## src/rtl/odx_pkg.sv

```systemverilog
`timescale 1ns/1ps
package odx_pkg;

    localparam int unsigned AW = 7;
    localparam int unsigned DW = 8;

    localparam logic [AW-1:0] A_ALL    = 7'h0A;
    localparam logic [AW-1:0] A_GRP0   = 7'h0B;
    localparam logic [AW-1:0] A_PIN_LO = 7'h0E;
    localparam logic [AW-1:0] A_PIN_HI = 7'h0F;
    localparam logic [AW-1:0] A_RAM    = 7'h13;
    localparam logic [AW-1:0] A_NOP    = 7'h20;
    localparam logic [AW-1:0] A_RSVD   = 7'h7D;

    typedef enum logic [2:0] {
        SRC_NONE,
        SRC_PORT,
        SRC_PIN_LO,
        SRC_PIN_HI,
        SRC_RAM
    } rd_src_e;

    typedef struct packed {
        logic          valid;
        logic          rd;
        logic [AW-1:0] addr;
        logic [DW-1:0] data;
    } req_t;

    function automatic int unsigned grp_count(input int unsigned ports,
                                              input int unsigned per_grp);
        return (ports + per_grp - 1) / per_grp;
    endfunction

endpackage

```

## src/rtl/odx_sync.sv

```systemverilog
`timescale 1ns/1ps
module odx_sync #(
    parameter int unsigned W      = 10,
    parameter int unsigned STAGES = 2
) (
    input  logic         clk,
    input  logic         rst,
    input  logic [W-1:0] d,
    output logic [W-1:0] q
);
    logic [W-1:0] stg [STAGES];

    for (genvar s = 0; s < STAGES; s++) begin : g_stage
        always_ff @(posedge clk) begin
            if (rst) begin
                stg[s] <= '0;
            end else if (s == 0) begin
                stg[s] <= d;
            end else begin
                stg[s] <= stg[(s == 0) ? 0 : s-1];
            end
        end
    end

    assign q = stg[STAGES-1];
endmodule

```

## src/rtl/odx_reg.sv

```systemverilog
`timescale 1ns/1ps
module odx_reg #(
    parameter int unsigned   W       = 8,
    parameter logic [W-1:0]  RST_VAL = '0
) (
    input  logic         clk,
    input  logic         rst,
    input  logic         we,
    input  logic [W-1:0] d,
    output logic [W-1:0] q
);
    always_ff @(posedge clk) begin
        if (rst)     q <= RST_VAL;
        else if (we) q <= d;
    end
endmodule

```

## src/rtl/odx_decode.sv

```systemverilog
`timescale 1ns/1ps
module odx_decode
    import odx_pkg::*;
#(
    parameter int unsigned NUM_PORTS = 10,
    parameter int unsigned PER_GRP   = 4,
    parameter int unsigned IDX_W     = $clog2(NUM_PORTS)
) (
    input  req_t                  req,
    output logic [NUM_PORTS-1:0]  port_we,
    output logic                  ram_we,
    output rd_src_e               src,
    output logic [IDX_W-1:0]      idx
);
    localparam int unsigned   NUM_GRPS = grp_count(NUM_PORTS, PER_GRP);
    localparam logic [AW-1:0] PORT_LIM = AW'(NUM_PORTS);
    localparam logic [AW-1:0] GRP_LIM  = A_GRP0 + AW'(NUM_GRPS);

    logic [NUM_PORTS-1:0] hit;
    logic                 ram_hit;
    logic                 is_wr;

    always_comb begin
        hit     = '0;
        ram_hit = 1'b0;
        src     = SRC_NONE;
        idx     = '0;
        if (req.addr < PORT_LIM) begin
            src = SRC_PORT;
            idx = IDX_W'(req.addr);
            for (int p = 0; p < NUM_PORTS; p++)
                if (req.addr == AW'(p)) hit[p] = 1'b1;
        end else if (req.addr == A_ALL) begin
            src = SRC_PORT;
            hit = '1;
        end else if (req.addr >= A_GRP0 && req.addr < GRP_LIM) begin
            src = SRC_PORT;
            for (int g = 0; g < NUM_GRPS; g++) begin
                if (req.addr == A_GRP0 + AW'(g)) begin
                    idx = IDX_W'(g * PER_GRP);
                    for (int p = 0; p < NUM_PORTS; p++)
                        if (p / PER_GRP == g) hit[p] = 1'b1;
                end
            end
        end else if (req.addr == A_PIN_LO) begin
            src = SRC_PIN_LO;
        end else if (req.addr == A_PIN_HI) begin
            src = SRC_PIN_HI;
        end else if (req.addr == A_RAM) begin
            src     = SRC_RAM;
            ram_hit = 1'b1;
        end
    end

    assign is_wr   = req.valid && !req.rd;
    assign port_we = is_wr ? hit : '0;
    assign ram_we  = is_wr && ram_hit;
endmodule

```

## src/rtl/odx_bank.sv

```systemverilog
`timescale 1ns/1ps
module odx_bank
    import odx_pkg::*;
#(
    parameter int unsigned NUM_PORTS   = 10,
    parameter int unsigned PER_GRP     = 4,
    parameter int unsigned SYNC_STAGES = 2
) (
    input  logic                 clk,
    input  logic                 rst,
    input  logic                 req_valid,
    input  logic                 req_rd,
    input  logic [AW-1:0]        req_addr,
    input  logic [DW-1:0]        req_wdata,
    input  logic [NUM_PORTS-1:0] pin_level,
    output logic [NUM_PORTS-1:0] pull_n,
    output logic [DW-1:0]        rd_data
);
    localparam int unsigned IDX_W = $clog2(NUM_PORTS);

    req_t                 req;
    logic [NUM_PORTS-1:0] port_we;
    logic                 ram_we;
    rd_src_e              src;
    logic [IDX_W-1:0]     idx;
    logic [DW-1:0]        port_q [NUM_PORTS];
    logic [DW-1:0]        ram_q;
    logic [NUM_PORTS-1:0] pin_q;
    logic [2*DW-1:0]      pin_wide;

    assign req = '{valid: req_valid, rd: req_rd, addr: req_addr, data: req_wdata};

    odx_decode #(
        .NUM_PORTS (NUM_PORTS),
        .PER_GRP   (PER_GRP),
        .IDX_W     (IDX_W)
    ) u_dec (
        .req     (req),
        .port_we (port_we),
        .ram_we  (ram_we),
        .src     (src),
        .idx     (idx)
    );

    for (genvar p = 0; p < NUM_PORTS; p++) begin : g_port
        odx_reg #(.W(DW), .RST_VAL({DW{1'b1}})) u_reg (
            .clk (clk),
            .rst (rst),
            .we  (port_we[p]),
            .d   (req.data),
            .q   (port_q[p])
        );
        assign pull_n[p] = port_q[p][0];
    end

    odx_reg #(.W(DW), .RST_VAL('0)) u_ram (
        .clk (clk),
        .rst (rst),
        .we  (ram_we),
        .d   (req.data),
        .q   (ram_q)
    );

    odx_sync #(.W(NUM_PORTS), .STAGES(SYNC_STAGES)) u_sync (
        .clk (clk),
        .rst (rst),
        .d   (pin_level),
        .q   (pin_q)
    );

    assign pin_wide = (2*DW)'(pin_q);

    always_comb begin
        unique case (src)
            SRC_PORT:   rd_data = port_q[idx];
            SRC_PIN_LO: rd_data = pin_wide[DW-1:0];
            SRC_PIN_HI: rd_data = pin_wide[2*DW-1:DW];
            SRC_RAM:    rd_data = ram_q;
            default:    rd_data = '0;
        endcase
    end
endmodule

```

## config.mk

```make
export PLATFORM = sky130hd
export DESIGN_NAME = odx_bank
export DESIGN_NICKNAME = d
export VERILOG_FILES = /design/src/rtl/odx_pkg.sv /design/src/rtl/odx_sync.sv /design/src/rtl/odx_reg.sv /design/src/rtl/odx_decode.sv /design/src/rtl/odx_bank.sv
export SDC_FILE = /design/constraint.sdc
export NUM_CORES = 1
export LEC_CHECK = 0
export ABC_AREA = 1
export BUFFER_PORTS_ARGS = -buffer_cell sky130_fd_sc_hd__buf_2
export CAP_MARGIN = 10
export CORE_ASPECT_RATIO = 1.4
export CORE_MARGIN = 2
export CORE_UTILIZATION = 64
export DETAILED_ROUTE_END_ITERATION = 6
export PLACE_DENSITY = 0.85
export REMOVE_ABC_BUFFERS = 1
export SLEW_MARGIN = 20
export SYNTH_ARGS = -nofsm -noshare
export SYNTH_HDL_FRONTEND = slang
export SYNTH_SLANG_ARGS = --single-unit
```

## constraint.sdc

```tcl
create_clock -name clk -period 2.7 [get_ports clk]
set_input_delay 0.27 -clock clk [delete_from_list [all_inputs] [get_ports clk]]
set_output_delay 0.27 -clock clk [all_outputs]
set_load 0.01 [all_outputs]
```

# Word level (Yosys, flattened, before mapping)
# Memory sizes are Yosys's and may differ from the RTL's.
# Cells that the tools add are included.
word_totals:
  ff_bits: 88
  wordCells: 87
  mem_bits_rw: 20
  n_memories: 1
  in_bits: 29
  output_inout_bits: 18
memory_table:
  columns: ["memory", "words", "width", "rd", "rd_clocked_by_memory_dff", "write_ports", "line", "text"]
  rows:
  - ["u_sync.stg", 2, 10, 2, 0, 2, "odx_sync.sv:11", "logic [W-1:0] stg [STAGES];"]
op_classes:
  n_eq_ne: 20
  reduce_logical: 5
  mux: 43
  n_lt_le_gt_ge: 4
  n_bitwise: 3
ops:
  columns: ["cell", "count"]
  rows:
  - ["$mux 10", 6]
  - ["$eq 7x4->1 const B", 8]
  - ["$bmux 8 s4", 1]
  - ["$pmux 8 s4", 1]
  - ["$eq 7x3->1 const B", 4]
  - ["$mux 4", 6]
  - ["$mux 3", 7]
  - ["$mux 1", 19]
  - ["$mux 8", 2]
  - ["$eq 7x2->1 const B", 2]
  - ["$lt 7x4->1 const B", 2]
  - ["$eq 7x1->1 const B", 1]
  - ["$eq 7x5->1 const B", 1]
  - ["$ge 7x4->1 const B", 1]
  - ["$logic_not 7->1", 1]
  - ["$eq 3x2->1 const B", 2]
  - ["$ge 5x5->1 const B", 1]
  - ["$not 4->5", 1]
  - ["$eq 3x1->1 const B", 1]
  - ["$eq 3x3->1 const B", 1]
  - ["$logic_and 1x1->1", 3]
  - ["$mux 2", 1]
  - ["$or 1x1->1", 2]
  - ["$logic_not 1->1", 1]

# Longest topological paths before layout
# Gate-level depths: netlist of run 1.
logic_depth:
  word_depth: 11
  depth_mapped: 12
  depth_no_buf: 11

# Hierarchy
# From an unflattened synthesis of run 1, not the netlist that was laid out.
unflattened:
  cells_unflattened: 840
  area_unflattened_um2: 5377.7
by_module_without_submodules:
  columns: ["module", "instances", "seq_area_each_um2", "cells_each", "area_each_um2"]
  rows:
  - ["odx_reg (g_port[0].u_reg ...)", 10, 160.2, 35, 279.0]
  - ["odx_bank", 1, 0.0, 288, 1268.7]
  - ["odx_sync", 1, 400.4, 62, 573.0]
  - ["odx_decode", 1, 0.0, 89, 404.1]
  - ["odx_reg (u_ram)", 1, 160.2, 51, 341.6]

# Least setup slack after synthesis of run 1
# OpenSTA, ideal clock, no wires.
synth_timing:
  path_kind: "input -> output"
  startpoint: "input req_addr[1]"
  endpoint: "output rd_data[6]"
  required_ps: 2430
  path_buffers: 2
  path_slack_ps: 1031
  arrival_time_ps: 1399
  stages: 10
  cell_sequence: "buf_6 > o21ai_4 > nand2_4 > buf_8 > o21ai_4 > nand3_1 > nand3_1 > nand2_1 > nand2_1 > nand2_1"
synth_via:
  elab_chain_cells: 11
  word_cells_on_any_way: 30
  cone_classes: "3 x order compare; 10 x eq/ne; 15 x mux; 1 x bitwise; 1 x reduce/logical"
synth_lines:
  columns: ["item", "line", "text"]
  rows:
  - ["from (decl)", "odx_bank.sv:13", "input logic [AW-1:0] req_addr,"]
  - ["branches (longest 10 deep; another with $ge 7x4->1)", null, null]
  - ["$pmux 8 s4 *", "odx_bank.sv:74", "unique case (src)"]
  - ["to (decl)", "odx_bank.sv:17", "output logic [DW-1:0] rd_data"]
# Mark *: on every way between the ends. The select of a mux whose other input is x is not followed.

# Worst setup path after layout of run 1
layout_timing:
  startpoint: "input req_addr[2]"
  endpoint: "output rd_data[0]"
# Same word-level chain as after synthesis.

==> flow_summary.yaml, run 1 <==
drt:
  top_layer_used: "met4"
  antenna_left: 0
  viasPerCell: 5.62
  num_vias: 4756
  post_drt_wl_per_cell_um: 14.9
  routed-wl-met2_um: 6330
  wl_um: 12600
  drt-pass1-iter-count: 5
  drc: 0
  wl_met3_um: 758
  wl_met1_um: 4800
  drt_iter0_markers: 450
global_routing:
  grt_usage: 0.295
  antenna_found_initial: 0
  grt_pass1_vias: 4566
  overflow: 0
  grt_max_degree: 88
  grt_pass1_wl_um: 21300
place:
  gp_congestion: 0.916
  hpwl_um: 9030
  port_buffers: 46
setup_path:
  slowest_stage: "inv_2"
  crit_top_cell: "nand2_1"
  arrival_ns: 2.08
  crit_fanout: 24
  cp-start-kind: "input port"
  r2r_cells: 2
  path_cells: "buf_2, o21ai_4, nand3_4, inv_2, nand2_1, nand3_1, o21ai_1, nand2_1, nand3_1, nand2_1, buf_2"
  critical_path.endpoint_type: "primary output"
  cpPeakStageDelay_ns: 0.39
  required_ns: 2.43
  crit_type: "in2out"
floorplanning:
  dieWidth_um: 82.3
  dieArea_um2: 9350
  io_pins: 47
  num_rows: 40
  fp.coreArea_um2: 8460
  die_h_um: 114
  start_util: 0.650
final_layout:
  final_common_cell: "nand2_1"
  seq_area_um2: 2160
  fin_util: 0.689
  drive_gt1_frac: 0.206
  antenna_cells: 0
  fillers: 675
  multi_input_area_um2: 2660
  nets: 767
  final_cell_mix: "213 x nand2_1, 108 x dfxtp_1, 101 x nand3_1"
  syn_to_final_growth_pct: 6.15
clock_network:
  clock-sinks: 108
  clock_latency_ns: 0.35
  tritoncts: "done"
  cts_root_buf: "clkbuf_16"
  cts_buffer_depth: 2
  cts_resized: 0
  clkSlewWorstSetupHoldPaths_ns: 0.07
  post-cts-setup-buffers: 0
  numCtsBuffers: 9
  ctsHoldBuffers: 0
  cts.htree.levels: 3
sta:
  finalHoldViolCount: 0
  tightest_slew_ns: 0.530
  fin_crit_ns: 2.35
  fin_setup_tns_ns: 0
  setup_viol: 0
  fmax_mhz: 425
  rsz0062_at_grt: "false"
  drv_slew: 0
  min_period_over_period: 0.872
  skew_ns: 0.000918
  relSlewSlack: 0.645
synth:
  yosys.area.top_type: "dfxtp_1"
  yosys_register_bits: 108
  yosys-top-cells-area: "dfxtp_1 39%, nand2_1 15%, nand3_1 9.2%"
  synthCells: 726
  netlist.area_leader.share: 0.394
  ys_types: 39
  yosysSeqAreaShare: 0.394
  post_synth.cell_area_avg_um2: 7.57
  synth_area_um2: 5490
  yosysWarnings: 0
pwr:
  leakage_nw: 2.73
  power_density_nw_per_um2: 547
  irDropWorstVdd_mv: 0.499
worst_hold_path:
  holdPathStages: 3
  hp-class: "in2reg"
run:
  cap_violations: 0
outcome:
  status: "completed"
[kinds of logic after synthesis]
family	Yosys count	share of synthesized area
AO/OA/AOI/OAI	103	0.149
buffers and inverters	132	0.122
flip-flops	108	0.394
AND/OR/NAND/NOR	383	0.335
[state kept, by name, indices dropped and copies added (netlist names)]
signal / flops
u_sync.stg: 20
u_ram.q: 8
g_port.u_reg.q: 80
[routing by layer]
metal / vias to the layer above / GRT usage
met5: - / 0
met4: 0 / 0.177
met3: 46 / 0.0530
met2: 173 / 0.495
met1: 2199 / 0.341
li1: 2338 / -
[cell usage after synthesis]
| master | count |
|---|---|
| o21ai_4 | 3 |
| nand3_1 | 101 |
| or2_0 | 3 |
| nor3_2 | 1 |
| o21ai_1 | 8 |
| clkinv_1 | 2 |
| nand2_1 | 213 |
| o21ai_0 | 21 |
| buf_6 | 8 |
| nor3_4 | 1 |
| inv_4 | 1 |
| nand3_4 | 1 |
| a21oi_2 | 9 |
| inv_2 | 13 |
| o2bb2ai_1 | 1 |
| buf_4 | 14 |
| a21oi_4 | 5 |
| buf_8 | 2 |
| nor2_1 | 25 |
| o211ai_1 | 19 |
| nand3_2 | 6 |
| buf_12 | 1 |
| clkbuf_1 | 18 |
| nor2_4 | 11 |
| nand2_8 | 1 |
| o211ai_2 | 17 |
| nand2_4 | 5 |
| nor2_8 | 2 |
| nand2_2 | 4 |
| or2_2 | 4 |
| inv_1 | 67 |
| clkinv_8 | 1 |
| a21oi_1 | 19 |
| a211oi_1 | 1 |
| nor3_1 | 1 |
| buf_2 | 5 |
| nor2_2 | 3 |
| nand3b_1 | 1 |
| dfxtp_1 | 108 |
[worst max-delay path, delay by kind of cell]
| family | cells | cell delay, ns |
|---|---|---|
| AOI/OAI and AO/OA | 2 | 0.32 |
| and+or+nand+nor | 6 | 0.75 |
| buffers and inverters | 3 | 0.73 |
[per-stage QoR]
stage | setup slack (ns) | hold slack [ns] | cells | power [mW] | area [um2]
2_1_floorplan | 0.494 | 0.339 | 678 | 1.84 | 5160
6_report | 0.346 | 0.111 | 847 | 3.19 | 5830
3_5_place_dp | 0.401 | 0.393 | 832 | 1.96 | 5550
5_1_grt | 0.175 | 0.119 | 847 | 3.28 | 5830
3_3_place_gp | 0.475 | 0.389 | 832 | 1.95 | 5550
4_1_cts | 0.384 | 0.106 | 847 | 3.19 | 5830
[power breakdown]
group,switching [mW],internal (mW)
sequential,0.0150,1.63
clock,0.620,0.640
combinational,0.201,0.0841
total,0.835,2.35
[area by class of cell]
cell class / count / share of cell area
Timing Repair Buffer: 49 / 0.0455
Multi-Input combinational cell: 486 / 0.457
Clock inverter: 6 / 0.00923
Sequential cell: 108 / 0.371
Clock buffer: 9 / 0.0386
Inverter: 84 / 0.0566
Tap cell: 105 / 0.0225
[final timing paths]
kind | from | endpoint | slack, ns
hold reg to reg | u_sync.stg[0][3] | u_sync.stg[1][3] | 0.40
setup / recovery | req_addr[2] | rd_data[0] | 0.35
setup reg to reg | g_port[9].u_reg.q[0] | g_port[9].u_reg.q[0] | 2.05
hold / removal | pin_level[4] | u_sync.stg[0][4] | 0.11
Power figures use the tool's default switching activity.
==> run 2: changes to the inputs <==
- CORE_UTILIZATION: 64 -> 65
- CTS_BUF_LIST: unset -> sky130_fd_sc_hd__clkbuf_8
- PLACE_DENSITY: 0.85 -> 0.86
==> flow_summary.yaml, run 2 (synthesized netlist as in run 1, its figures left out) <==
floorplanning:
  start_util: 0.670
  fp.coreArea_um2: 8200
  dieWidth_um: 81.7
  io_pins: 47
  dieArea_um2: 9210
  num_rows: 39
  die_h_um: 113
final_layout:
  antenna_cells: 0
  fin_util: 0.703
  final_common_cell: "nand2_1"
  seq_area_um2: 2160
  top_regs: "g_port.u_reg.q: 80 flops, u_sync.stg: 20 flops, u_ram.q: 8 flops"
  largest_reg_flops: 80
  syn_to_final_growth_pct: 4.92
  drive_gt1_frac: 0.209
  final_cell_mix: "213 x nand2_1, 108 x dfxtp_1, 101 x nand3_1"
  fillers: 663
  max_flop_register: "g_port.u_reg.q"
  multi_input_area_um2: 2660
  nets: 769
clock_network:
  tritoncts: "done"
  post-cts-setup-buffers: 0
  clock_latency_ns: 0.40
  numCtsBuffers: 9
  clock-sinks: 108
  cts_root_buf: "clkbuf_8"
  cts.htree.levels: 3
  ctsHoldBuffers: 0
  cts_buffer_depth: 2
  clkSlewWorstSetupHoldPaths_ns: 0.11
  cts_resized: 0
pwr:
  irDropWorstVdd_mv: 0.443
  leakage_nw: 2.70
  power_density_nw_per_um2: 510
  power_mw: 2.94
global_routing:
  overflow: 0
  grt_util_met3: 0.0702
  grt_usage: 0.306
  met2_usage: 0.493
  grt_max_degree: 38
  grt_busiest_layer: "met2"
  grt_util_met1: 0.376
  grt_pass1_wl_um: 21800
  grt_pass1_vias: 4521
  antenna_found_initial: 0
sta:
  min_period_over_period: 0.893
  fin_setup_tns_ns: 0
  setup_viol: 0
  rsz0062_at_grt: "false"
  drv_slew: 0
  fmax_mhz: 415
  relSlewSlack: 0.550
  skew_ns: 0.00386
  tightest_slew_ns: 0.674
  fin_crit_ns: 2.41
  finalHoldViolCount: 0
worst_hold_path:
  hold_end: "u_sync.stg[0][4]"
  min_from: "pin_level[4]"
  hp-class: "in2reg"
  holdPathStages: 3
setup_path:
  critPathBufInv: 3
  critPathTopFamily: "buffers and inverters"
  r2r_end: "g_port[6].u_reg.q[0]"
  cpPeakStageDelay_ns: 0.36
  r2r_cells: 2
  worst_r2r_startpoint: "g_port[6].u_reg.q[0]"
  crit_fanout: 31
  crit_type: "in2out"
  crit_top_cell: "nand2_1"
  path_cells: "buf_2, o21ai_4, nand3_4, buf_4, nand2_1, nand3_1, o21ai_0, nand2_1, nand3_1, nand2_1, buf_2"
  cp-start-kind: "input port"
  r2r_slack_ns: 2.05
  slowest_stage: "buf_4"
  required_ns: 2.43
  arrival_ns: 2.14
  critical_path.endpoint_type: "primary output"
drt:
  num_vias: 4897
  drt_iter0_markers: 432
  drc: 0
  viasPerCell: 5.78
  antenna_left: 0
  post_drt_wl_per_cell_um: 16.0
  wl_um: 13500
  drt-pass1-iter-count: 5
place:
  hpwl_um: 9610
  gp_congestion: 0.985
  port_buffers: 46
outcome:
  status: "completed"
run:
  cap_violations: 0
run 2: changes by cell type in the layout (fill, tap and decap cells not counted), moves of 2 or more:
cell and delta:
clkbuf_16 -9, clkbuf_8 +9, buf_4 +2, clkinv_8 +2
run 2: how the worst max path moves through the flow:
stage | cells after the start | end | start | slack [ns]
2_1_floorplan | 2 | g_port[0].u_reg.q[6] | rst | 0.49
3_3_place_gp | 11 | rd_data[4] | req_addr[2] | 0.38
3_5_place_dp | 11 | rd_data[4] | req_addr[2] | 0.32
4_1_cts | 11 | rd_data[4] | req_addr[2] | 0.31
5_1_grt | 11 | rd_data[0] | req_addr[2] | 0.21
6_report | 11 | rd_data[4] | req_addr[2] | 0.29
run 2: where the power goes:
part / internal, mW / switching, mW / total, mW
Sequential: 1.63 / 0.0156 / 1.64
Combinational: 0.0859 / 0.207 / 0.293
Clock: 0.368 / 0.636 / 1.00
run 2: routing by layer:
metal  share of wire  wire (um)  vias to the layer above
li1                -          -                     2356
met1            0.38       5200                     2233
met2            0.49       6600                      257
met3           0.083       1120                       51
met4           0.046        626                        0
met5               0          0                        -
run 2: metrics by stage:
step | hold slack, ns | setup WS, ns | std cells | area, um2
2_1_floorplan | 0.339 | 0.494 | 678 | 5160
3_3_place_gp | 0.389 | 0.376 | 831 | 5560
3_5_place_dp | 0.395 | 0.318 | 831 | 5560
4_1_cts | 0.0568 | 0.312 | 847 | 5760
5_1_grt | 0.0649 | 0.210 | 847 | 5760
6_report | 0.0626 | 0.290 | 847 | 5760
run 2: tightest hold or removal path: cells and delay by family:
family	cells	cell delay, ns
buf+inv	2	0.13
simple gates	1	0.03
run 2: final cells by class:
class                           instances  area share
Timing Repair Buffer                   51      0.0486
Clock buffer                            9      0.0215
Tap cell                              102      0.0221
Inverter                               84      0.0573
Clock inverter                          7      0.0132
Sequential cell                       108       0.375
Multi-Input combinational cell        486       0.462
==> run 3: changes to the inputs <==
- CORE_UTILIZATION: 65 -> 30
- PLACE_DENSITY: 0.86 -> unset
- clock period: 2.7 -> 2 ns (I/O delays scaled with it)
==> flow_summary.yaml, run 3 (synthesized netlist as in run 1, its figures left out) <==
outcome:
  status: "completed"
pwr:
  swShare: 0.271
  leakage_nw: 2.97
  comb_power_share: 0.109
  power.switching_mw: 1.16
  irDropWorstVdd_mv: 0.407
  p_int_mw: 3.10
  p_seq_frac: 0.521
  power_mw: 4.26
  power_frac_clock: 0.370
  power_density_nw_per_um2: 661
sta:
  fmax_mhz: 515
  drv_slew: 0
  min_period_over_period: 0.970
  rsz0062_at_grt: "true"
  skew_ns: 0.00749
  fin_setup_tns_ns: 0
  relSlewSlack: 0.703
  fin_crit_ns: 1.94
  fin_hold_ws_ns: 0.0215
  tightest_slew_ns: 0.445
  finalHoldViolCount: 0
  setup_viol: 0
floorplanning:
  die_h_um: 164
  num_rows: 58
  io_pins: 47
  start_util: 0.307
  dieWidth_um: 118
  dieArea_um2: 19400
  fp.coreArea_um2: 17900
setup_path:
  critical_path.endpoint_type: "primary output"
  worst_r2r_startpoint: "g_port[4].u_reg.q[0]"
  cp-startpoint: "req_addr[2]"
  required_ns: 1.80
  cp-start-kind: "input port"
  r2r_slack_ns: 1.38
  arrival_ns: 1.74
  r2r_end: "g_port[4].u_reg.q[0]"
  crit_end: "rd_data[1]"
  crit_type: "in2out"
  r2r_cells: 2
  crit_fanout: 6
drt:
  antenna_left: 0
  post_drt_wl_per_cell_um: 14.4
  drc: 0
  drt-pass1-iter-count: 5
  viasPerCell: 4.58
  wl_um: 14800
  drt_iter0_markers: 328
  num_vias: 4727
final_layout:
  nets: 815
  top_regs: "g_port.u_reg.q: 80 flops, u_sync.stg: 20 flops, u_ram.q: 8 flops"
  max_flop_register: "g_port.u_reg.q"
  fillers: 1901
  syn_to_final_growth_pct: 17.3
  largest_reg_flops: 80
  drive_gt1_frac: 0.247
  final_common_cell: "nand2_1"
  final_cell_mix: "213 x nand2_1, 108 x dfxtp_1, 101 x nand3_1"
  antenna_cells: 0
  fin_util: 0.360
  stdcell_count: 1031
clock_network:
  cts_buffer_depth: 2
  tritoncts: "done"
  clkSlewWorstSetupHoldPaths_ns: 0.11
  clock_latency_ns: 0.39
  cts.htree.levels: 3
  numCtsBuffers: 9
  clock-sinks: 108
  cts_root_buf: "clkbuf_8"
worst_hold_path:
  hp-class: "in2reg"
place:
  gp_congestion: 0.917
  hpwl_um: 10500
  port_buffers: 46
  place_inst: 1000
global_routing:
  grt_max_degree: 88
  antenna_found_initial: 0
  grt_usage: 0.153
  overflow: 0
  grt_pass1_wl_um: 23700
  grt_pass1_vias: 4502
run:
  cap_violations: 0
run 3: what timing repair did:
item,4_1_cts,5_1_grt
setup endpoints to repair,0,8
resized for setup,0,9
buffers inserted,0,5
hold buffers,9,0
hold endpoints to repair,9,0
run 3: worst min path at each step:
| stage | startpoint | endpoint | slack [ns] | cells past startpoint |
|---|---|---|---|---|
| 3_3_place_gp | u_sync.stg[0][3] | u_sync.stg[1][3] | 0.39 | 2 |
| 2_1_floorplan | rst | u_ram.q[0] | 0.27 | 1 |
| 3_5_place_dp | u_sync.stg[0][2] | u_sync.stg[1][2] | 0.39 | 2 |
| 6_report | pin_level[9] | u_sync.stg[0][9] | 0.02 | 3 |
| 4_1_cts | pin_level[9] | u_sync.stg[0][9] | 0.007 | 3 |
| 5_1_grt | pin_level[9] | u_sync.stg[0][9] | 0.007 | 3 |
run 3: critical path, stage by stage:
cell and delay (ns):
buf_2 0.14, o21ai_4 0.20, buf_4 0.16, nand3_2 0.15, or2_2 0.31, o211ai_1 0.10
nand3_1 0.14, nand3_1 0.13, nand2_1 0.06, buf_2 0.14
run 3: power by group through the flow:
stage	clock network [mW]	logic [mW]	registers [mW]
detailed placement	0	0.437	2.27
global route	1.70	0.508	2.22
global placement	0	0.435	2.27
CTS	1.62	0.452	2.22
floorplan	0	0.226	2.26
finish	1.58	0.462	2.22
run 3: metrics by stage:
step | setup WS [ns] | instance area (um2)
2_1_floorplan | -0.136 | 5160
5_1_grt | -0.00532 | 6440
6_report | 0.0595 | 6440
4_1_cts | 0.0514 | 6360
3_3_place_gp | 0.0664 | 6030
3_5_place_dp | 0.0511 | 6030
run 3: layout make-up:
type / instances / area, um2 / area share
flip-flops and latches: 108 / 2160 / 0.335
well taps: 240 / 300 / 0.0466
inverters: 84 / 344 / 0.0534
clock buffers: 9 / 124 / 0.0192
clock inverters: 7 / 114 / 0.0177
repair buffers: 96 / 719 / 0.112
multi-input cells: 487 / 2680 / 0.416
run 3: layer usage:
metal  GRT usage  vias to the layer above  wire [um]
met5           0                        -          0
li1            -                     2443          -
met2       0.269                      113       7280
met4      0.0714                        0        458
met3      0.0201                       30        547
met1       0.185                     2141       6540
